==> config.mk <==
export PLATFORM = sky130hd
export DESIGN_NAME = orp_router
export DESIGN_NICKNAME = d
export VERILOG_FILES = /design/src/rtl/orp_pkg.sv /design/src/rtl/orp_cfg_regs.sv /design/src/rtl/orp_slice.sv /design/src/rtl/orp_router.sv
export SDC_FILE = /design/constraint.sdc
export NUM_CORES = 1
export LEC_CHECK = 0
export ABC_AREA = 1
export ABC_CLOCK_PERIOD_IN_PS = 1200
export BUFFER_PORTS_ARGS = -buffer_cell sky130_fd_sc_hd__buf_4
export CELL_PAD_IN_SITES_DETAIL_PLACEMENT = 0
export CELL_PAD_IN_SITES_GLOBAL_PLACEMENT = 1
export CORE_ASPECT_RATIO = 0.5
export CORE_MARGIN = 2
export CORE_UTILIZATION = 36
export DETAILED_ROUTE_END_ITERATION = 7
export PLACE_DENSITY_LB_ADDON = 0.25
export RECOVER_POWER = 50
export SYNTH_ARGS = -nofsm -noshare
export SYNTH_HDL_FRONTEND = slang
export SYNTH_SLANG_ARGS = --single-unit
==> constraint.sdc <==
create_clock -name cfg_clk -period 1.2 [get_ports cfg_clk]
set_input_delay 0.24 -clock cfg_clk [delete_from_list [all_inputs] [get_ports cfg_clk]]
set_output_delay 0.24 -clock cfg_clk [all_outputs]
set_load 0.02 [all_outputs]
==> src/rtl/orp_pkg.sv <==
// Package: shared encodings for the output router.
// Assumes: two-bit bypass field, decoded identically by every slice.
package orp_pkg;
    localparam int MODE_W = 2;

    typedef enum logic [MODE_W-1:0] {
        BYP_ROUTED = 2'b00,
        BYP_DIRECT = 2'b01,
        BYP_FAST_T = 2'b10,
        BYP_FAST_N = 2'b11
    } byp_mode_e;
endpackage

==> src/rtl/orp_cfg_regs.sv <==
// Module: serial configuration shifter plus committed copy.
// Assumes: shift and load may coincide; load captures the pre-edge shifter.
module orp_cfg_regs #(
    parameter int CFG_W = 40
) (
    input  logic             clk,
    input  logic             rst_n,
    input  logic             shift_en,
    input  logic             din,
    input  logic             load,
    output logic [CFG_W-1:0] sh_q,
    output logic [CFG_W-1:0] act_q
);
    // Shift register: new bit enters at the LSB, so the first bit ends at the MSB.
    always_ff @(posedge clk) begin
        if (!rst_n) begin
            sh_q <= '0;
        end else if (shift_en) begin
            sh_q <= {sh_q[CFG_W-2:0], din};
        end
    end

    // Committed word: copied whole on a load pulse.
    always_ff @(posedge clk) begin
        if (!rst_n) begin
            act_q <= '0;
        end else if (load) begin
            act_q <= sh_q;
        end
    end
endmodule

==> src/rtl/orp_slice.sv <==
// Module: one routing slice (window mux, enable mux, bypass mux).
// Assumes: window bit 0 is the cell's home macrocell; WIN is a power of two.
module orp_slice
    import orp_pkg::*;
#(
    parameter int WIN   = 8,
    parameter int SEL_W = $clog2(WIN)
) (
    input  logic [WIN-1:0]   win_d,
    input  logic [WIN-1:0]   win_oe,
    input  logic             fp,
    input  logic [SEL_W-1:0] sel,
    input  byp_mode_e        mode,
    output logic             io_d,
    output logic             io_en
);
    logic routed_d;
    logic routed_oe;

    // Window pick: data and enable share one select.
    always_comb begin
        routed_d  = win_d[sel];
        routed_oe = win_oe[sel];
    end

    // Bypass stage: choose the pin source and its enable.
    always_comb begin
        io_en = win_oe[0];
        unique case (mode)
            BYP_ROUTED: begin
                io_d  = routed_d;
                io_en = routed_oe;
            end
            BYP_DIRECT: io_d = win_d[0];
            BYP_FAST_T: io_d = fp;
            BYP_FAST_N: io_d = ~fp;
            default:    io_d = routed_d;
        endcase
    end
endmodule

==> src/rtl/orp_router.sv <==
// Module: output router top; builds one slice per I/O cell.
// Assumes: cell n's window starts at macrocell (STRIDE*n) mod NUM_MC.
module orp_router
    import orp_pkg::*;
#(
    parameter int NUM_MC = 16,
    parameter int NUM_IO = 8,
    parameter int WIN    = 8,
    parameter int STRIDE = 2
) (
    input  logic              cfg_clk,
    input  logic              rst_n,
    input  logic              cfg_shift,
    input  logic              cfg_din,
    input  logic              cfg_load,
    input  logic [NUM_MC-1:0] mc_data,
    input  logic [NUM_MC-1:0] mc_oe,
    input  logic [NUM_IO-1:0] fp_in,
    output logic [NUM_IO-1:0] io_data,
    output logic [NUM_IO-1:0] io_oe
);
    localparam int SEL_W   = $clog2(WIN);
    localparam int SLICE_W = SEL_W + MODE_W;
    localparam int CFG_W   = SLICE_W * NUM_IO;

    logic [CFG_W-1:0] cfg_sh;
    logic [CFG_W-1:0] cfg_act;

    orp_cfg_regs #(.CFG_W(CFG_W)) u_cfg (
        .clk      (cfg_clk),
        .rst_n    (rst_n),
        .shift_en (cfg_shift),
        .din      (cfg_din),
        .load     (cfg_load),
        .sh_q     (cfg_sh),
        .act_q    (cfg_act)
    );

    for (genvar n = 0; n < NUM_IO; n++) begin : g_cell
        localparam int BASE = (STRIDE * n) % NUM_MC;
        logic [WIN-1:0] win_d;
        logic [WIN-1:0] win_oe;

        for (genvar k = 0; k < WIN; k++) begin : g_win
            assign win_d[k]  = mc_data[(BASE + k) % NUM_MC];
            assign win_oe[k] = mc_oe[(BASE + k) % NUM_MC];
        end

        orp_slice #(.WIN(WIN), .SEL_W(SEL_W)) u_slice (
            .win_d  (win_d),
            .win_oe (win_oe),
            .fp     (fp_in[n]),
            .sel    (cfg_act[n*SLICE_W +: SEL_W]),
            .mode   (byp_mode_e'(cfg_act[n*SLICE_W + SEL_W +: MODE_W])),
            .io_d   (io_data[n]),
            .io_en  (io_oe[n])
        );
    end
endmodule

==> impl_metrics.ini, run 1 <==
[outcome]
outcome = complete, but fails checks
failing_checks = setup timing

[floorplan]
die-area_mm2 = 0.0133
rows = 28
design.portCount = 61
initial_utilization_pct = 37.2
dieHeight_um = 82.4
core_mm2 = 0.0119
dieWidth_um = 161

[critical_path]
crit_path_top_delay_cell = dfxtp_4
timing.critical_path.fanout_max = 5
critical_path.most_common_cell = nand3_1
critical-path-max-stage-delay_ns = 0.35
classification_of_the_worst_setup_path = flop to primary output
cp_arrival_ns = 1.37
endpoint_kind = primary output
worstPathRequired_ns = 0.96
timing.critical_path.from = u_cfg.act_q[20]
critical-path-top-delay-family = simple AND/OR/NAND/NOR gates
timing.critical_path.buf_inv = 3
critical_path.reg2reg.startpoint = u_cfg.act_q[20]
crit_path_start_kind = flop
crit_path_cell_chain = buf_6 -> inv_8 -> nand2_1 -> nand3_1 -> nand3_1 -> nand3_1 -> nand2_2 -> buf_6

[synthesis]
post_synth.cell_area_avg_um2 = 6.32
yosys_warnings = 0
synth.distinct_cells = 17
synth-edff-count = 0
synth-seq-area-share_pct = 36.1
synth_top_area_cell = dfxtp_1
synth-main-ff-cell = dfxtp_1
synth-seq-cells = 80
synthesis.instances = 701
synth.top_cell.area_share_pct = 36.1
yosys-top-cells-area = dfxtp_1 36%, nand2_1 13%, nand3_1 12%
yosysMostFrequentCell = nand2_1
synth_top_cells_by_count = 158 x nand2_1, 118 x nor2_1, 109 x nand3_1, 86 x o21ai_0, 80 x dfxtp_1
syn-cell-area_mm2 = 0.00443
synth_fp_nets = 746
synth-async-reset-ratio_pct = 0

[routing]
drt-total-wl_mm = 14.5
avgRoutedWirePerCell_um = 15.2
avgViaCountPerCell = 5.02
detail_route.drc_violations = 0
antenna_left = 0
drtIter0Drc = 362
drt_pre_antenna_iters = 5
detailroute.via_count = 4807

[timing]
slew_at_the_pin_closest_to_its_max_slew_limit_ns = 0.596
setup_violations = 16
timing.final.crit_share_pct = 134
slew-limit-headroom_pct = 60.3
min_tclk_post_route_ns = 1.61
skew_ns = 0.00493
hold_violations = 0
timing.setup.tns_ns = -5.87
achievable-frequency_ghz = 0.623
post-route-worst-setup-slack_ns = -0.406
rsz0062_at_grt = true
slew_viol_final = 0

[pwr]
p_comb_share_pct = 25.1
ir_drop_mv = 0.767
p_total_mw = 7.58
pwr-share-clk_pct = 35.2
p_sw_mw = 2.46
switching_share_pct = 32.5
total_leakage_power_nw = 2.91
power.sequential.fraction_pct = 39.7
internal_power_mw = 5.12
power.density_cell_area_mw_per_mm2 = 1210

[grt]
grt_pass1_wl_mm = 23.2
initial_antenna_violation_count = 0
globalRouteOverflowTotal = 0
vias_in_the_first_global_route = 4527
grt_max_degree = 41
global_route.usage.total_pct = 22.5

[cts]
clk_root_buffer_cell = clkbuf_16
tritoncts_num_sinks = 80
cts_max_level = 3
worst_setup_hold_path_clk_slew_ns = 0.07
postCtsHoldBufs = 0
cts-root-to-sink-buffers = 2
clock_latency_of_the_later_clocked_register_in_the_worst_skew_pair_ns = 0.34
cts_inserted_buffers = 9
tritoncts_clock_tree = done

[min_path]
min-delay-path-class = input port to flop
hp-start = cfg_din

[job]
max_cap_violations = 0

[place]
hpwl_mm = 10.4
dp_cells = 936
gp_congestion = 0.827
io_buffers = 60

[layout]
final-instance-count-excl-fill = 958
fin_nets = 833
antenna_cells = 0
synthToLayoutAreaGrowth_pct = 41.1
final_layout_size_suffix_gt1_share_pct = 36.3
worst paths after layout:
kind | to | slack, ns | depth (start not counted)
max | io_oe[4] | -0.41 | 8
min | u_cfg.sh_q[0] | 0.13 | 3
max reg2reg | u_cfg.act_q[20] | 0.24 | 5
min reg2reg | u_cfg.act_q[39] | 0.50 | 2
kinds of logic (layout without fill, tap and decap cells):
| group | Yosys count | after routing | synth area share, % |
|---|---|---|---|
| and+or+nand+nor | 385 | 385 | 35.7 |
| AOI/OAI and AO/OA | 121 | 121 | 13.8 |
| buffers and inverters | 107 | 199 | 12.7 |
| DFF | 80 | 80 | 36.1 |
| xor gates and xnor gates | 8 | 8 | 1.58 |
timing repair:
item,CTS,global route
pin swaps,67,31
buffers inserted,1,4
endpoints found under the hold margin,0,0
resized for setup,122,75
cloned,2,0
setup endpoints to repair,16,16
layout by cell type (no fill, tap or decap), drive strengths merged:
cell | netlist | layout
a21oi | 25 | 25
buf | 42 | 116
clkbuf | 6 | 15
clkinv | 0 | 2
clkinvlp | 0 | 2
dfxtp | 80 | 80
inv | 59 | 64
nand2 | 158 | 158
nand3 | 109 | 109
nor2 | 118 | 118
o21ai | 96 | 96
xnor2 | 7 | 7
xor2 | 1 | 1
power groups by stage:
stage                     logic [mW]  registers (mW)  clock network [mW]
after detailed placement        1.58            3.04                   0
after global routing            2.10            3.03                2.84
after CTS                       1.78            3.00                2.72
final                           1.91            3.00                2.67
after global placement          1.57            3.04                   0
after floorplan                 1.07            2.98                   0
worst register-to-register path: cells and delay by family, from the launching register on:
family / cells / cell delay [ns]
buffers and inverters: 4 / 0.39
flip-flops: 1 / 0.36
AO/OA/AOI/OAI: 1 / 0.13
per-stage QoR:
step	hold WS [ns]	instance area, um^2	setup WS (ns)	util, %
floorplan	0.375	4440	0.00522	-
global placement	0.466	5290	-0.178	44.4
detailed placement	0.483	5290	-0.151	44.4
CTS	0.124	5990	-0.404	50.3
global route	0.131	6250	-0.498	52.5
finish	0.128	6250	-0.406	52.5
area by class of cell:
| class | count | area (um^2) |
|---|---|---|
| fillers | 1201 | 5660 |
| repair buffers | 122 | 1070 |
| flip-flops and latches | 80 | 1640 |
| multi-input cells | 514 | 2780 |
| well taps | 165 | 206 |
| inverters | 59 | 262 |
| clock inverters | 7 | 63.8 |
| repair inverters | 2 | 12.5 |
| clock buffers | 9 | 225 |
sequential cells by signal, indices dropped and copies added, names as in the netlist:
signal	count
u_cfg.act_q	40
u_cfg.sh_q	40
layer usage:
metal | GRT usage [%] | up-vias | part of all wire [%]
li1 | - | 2431 | -
met1 | 32.7 | 2198 | 51
met2 | 33.5 | 166 | 41
met3 | 4.95 | 12 | 7.5
met4 | 6.43 | 0 | 0.82
met5 | 0 | - | 0
Power figures use the tool's default switching activity.
==> inputs of run 2 (changes only) <==
--- a/config.mk
+++ b/config.mk
@@ -10,7 +10,7 @@
 export BUFFER_PORTS_ARGS = -buffer_cell sky130_fd_sc_hd__buf_4
 export CELL_PAD_IN_SITES_DETAIL_PLACEMENT = 0
 export CELL_PAD_IN_SITES_GLOBAL_PLACEMENT = 1
-export CORE_ASPECT_RATIO = 0.5
+export CORE_ASPECT_RATIO = 1.4
 export CORE_MARGIN = 2
 export CORE_UTILIZATION = 36
 export DETAILED_ROUTE_END_ITERATION = 7
==> run 2 against run 1 <==
Power is 1.9% higher. First-iteration DRC count is 54% lower. The run still ends with setup timing left. Clock skew is 0.00065 ns higher. Hold slack worse by 0.0015 ns. Sequential cell count stayed put. Fmax is 0.25% higher. Sequential share of layout area is 0.48 points higher. Register-to-register slack better by 0.07 ns.
==> impl_metrics.ini, run 2 (same netlist as run 1, synthesis figures left out) <==
[timing]
slew-limit-headroom_pct = 56.2
min_tclk_post_route_ns = 1.60
post-route-worst-setup-slack_ns = -0.402
rsz0062_at_grt = true
skew_ns = 0.00558
timing.final.crit_share_pct = 134
timing.setup.tns_ns = -5.74
hold_violations = 0
setup_violations = 16
slew_viol_final = 0
slew_at_the_pin_closest_to_its_max_slew_limit_ns = 0.658
achievable-frequency_ghz = 0.624

[cts]
clk_root_buffer_cell = clkbuf_16
clock_latency_of_the_later_clocked_register_in_the_worst_skew_pair_ns = 0.34
cts_inserted_buffers = 9
worst_setup_hold_path_clk_slew_ns = 0.06
tritoncts_clock_tree = done
postCtsHoldBufs = 0
tritoncts_num_sinks = 80
cts_max_level = 3
cts-root-to-sink-buffers = 2

[routing]
detailroute.via_count = 4701
drtIter0Drc = 166
drt_pre_antenna_iters = 4
avgViaCountPerCell = 5.09
detail_route.drc_violations = 0
antenna_left = 0
drt-total-wl_mm = 13.9
avgRoutedWirePerCell_um = 15.0

[floorplan]
initial_utilization_pct = 37.1
dieHeight_um = 135
design.portCount = 61
core_mm2 = 0.0119
die-area_mm2 = 0.0132
rows = 47
dieWidth_um = 97.8

[outcome]
outcome = complete, but fails checks
failing_checks = setup timing

[place]
detailedPlace.worstSlack_ns = -0.129
gp_congestion = 0.883
io_buffers = 60
hpwl_mm = 9.99
placed_cell_area_mm2 = 0.00510

[layout]
mostFrequentLayoutCell = nor2_1
synthToLayoutAreaGrowth_pct = 38.9
utilization_pct = 51.6
fin_nets = 816
layout.cell_area.non_filler_mm2 = 0.00615
final_layout_size_suffix_gt1_share_pct = 37.6
sequential_cell_area_mm2 = 0.00164
layout_top_registers = u_cfg.act_q (40), u_cfg.sh_q (40)
antenna_cells = 0
filler_cell_count = 1245
multi_input_comb_area_mm2 = 0.00283
layout.cells.most_common_list = 118 x nor2_1, 99 x nand2_1, 87 x o21ai_0, 81 x nand3_2, 73 x buf_4

[critical_path]
crit_path_top_delay_cell = dfxtp_4
crit_path_start_kind = flop
crit_path_cell_chain = buf_4 -> nand2_2 -> nand3_1 -> nand3_1 -> nand2_1 -> nand2_1 -> nand2_2 -> buf_6
timing.critical_path.fanout_max = 4
worstPathRequired_ns = 0.96
critical-path-max-stage-delay_ns = 0.36
endpoint_kind = primary output
cp_arrival_ns = 1.36
classification_of_the_worst_setup_path = flop to primary output

[min_path]
min-delay-path-class = input port to flop

[pwr]
power.density_cell_area_mw_per_mm2 = 1250
p_total_mw = 7.72
ir_drop_mv = 0.851
total_leakage_power_nw = 2.84

[grt]
global_route.usage.total_pct = 20.7
vias_in_the_first_global_route = 4512
globalRouteOverflowTotal = 0
grt_max_degree = 56
grt_pass1_wl_mm = 21.8
initial_antenna_violation_count = 0

[job]
max_cap_violations = 0
## run 2: worst paths after layout
check | start | end | cells after the start | slack, ns
setup / recovery | u_cfg.act_q[5] | io_oe[1] | 8 | -0.40
hold / removal | cfg_din | u_cfg.sh_q[0] | 3 | 0.13
setup reg to reg | u_cfg.act_q[0] | u_cfg.act_q[0] | 4 | 0.31
hold reg to reg | u_cfg.sh_q[10] | u_cfg.sh_q[11] | 2 | 0.50
## run 2: critical path, delay by kind of cell (launching register included)
kind | cells | cell delay [ns]
AND/OR/NAND/NOR | 6 | 0.39
buffers and inverters | 2 | 0.28
flip-flops | 1 | 0.36
## run 2: power by group
part           switching [mW]  internal (mW)  total [mW]
Combinational            1.03          0.810        1.84
Clock                    1.18           1.70        2.89
Sequential              0.172           2.82        2.99
## run 2: area by class of cell
cell class	instances	area share, %
Timing Repair Buffer	107	15.2
Clock buffer	10	3.88
Multi-Input combinational cell	514	46.0
Sequential cell	80	26.7
Clock inverter	6	1.22
Tap cell	147	2.99
Inverter	59	4.09
## run 2: metrics by stage
step | std cells | hold WS, ns
after floorplan | 701 | 0.375
after global placement | 905 | 0.466
after detailed placement | 905 | 0.476
after CTS | 921 | 0.117
after global routing | 923 | 0.144
final | 923 | 0.126
## run 2: repair_timing
item,in CTS,in global routing
resized for setup,140,76
pin swaps,71,44
buffers inserted,0,2
endpoints found under the setup margin,16,16
## run 2: per-layer routing
layer	track usage (%)	wire length (um)
met5	0	0
met4	11.0	559
met3	2.48	486
met2	34.7	6760
met1	26.1	6080
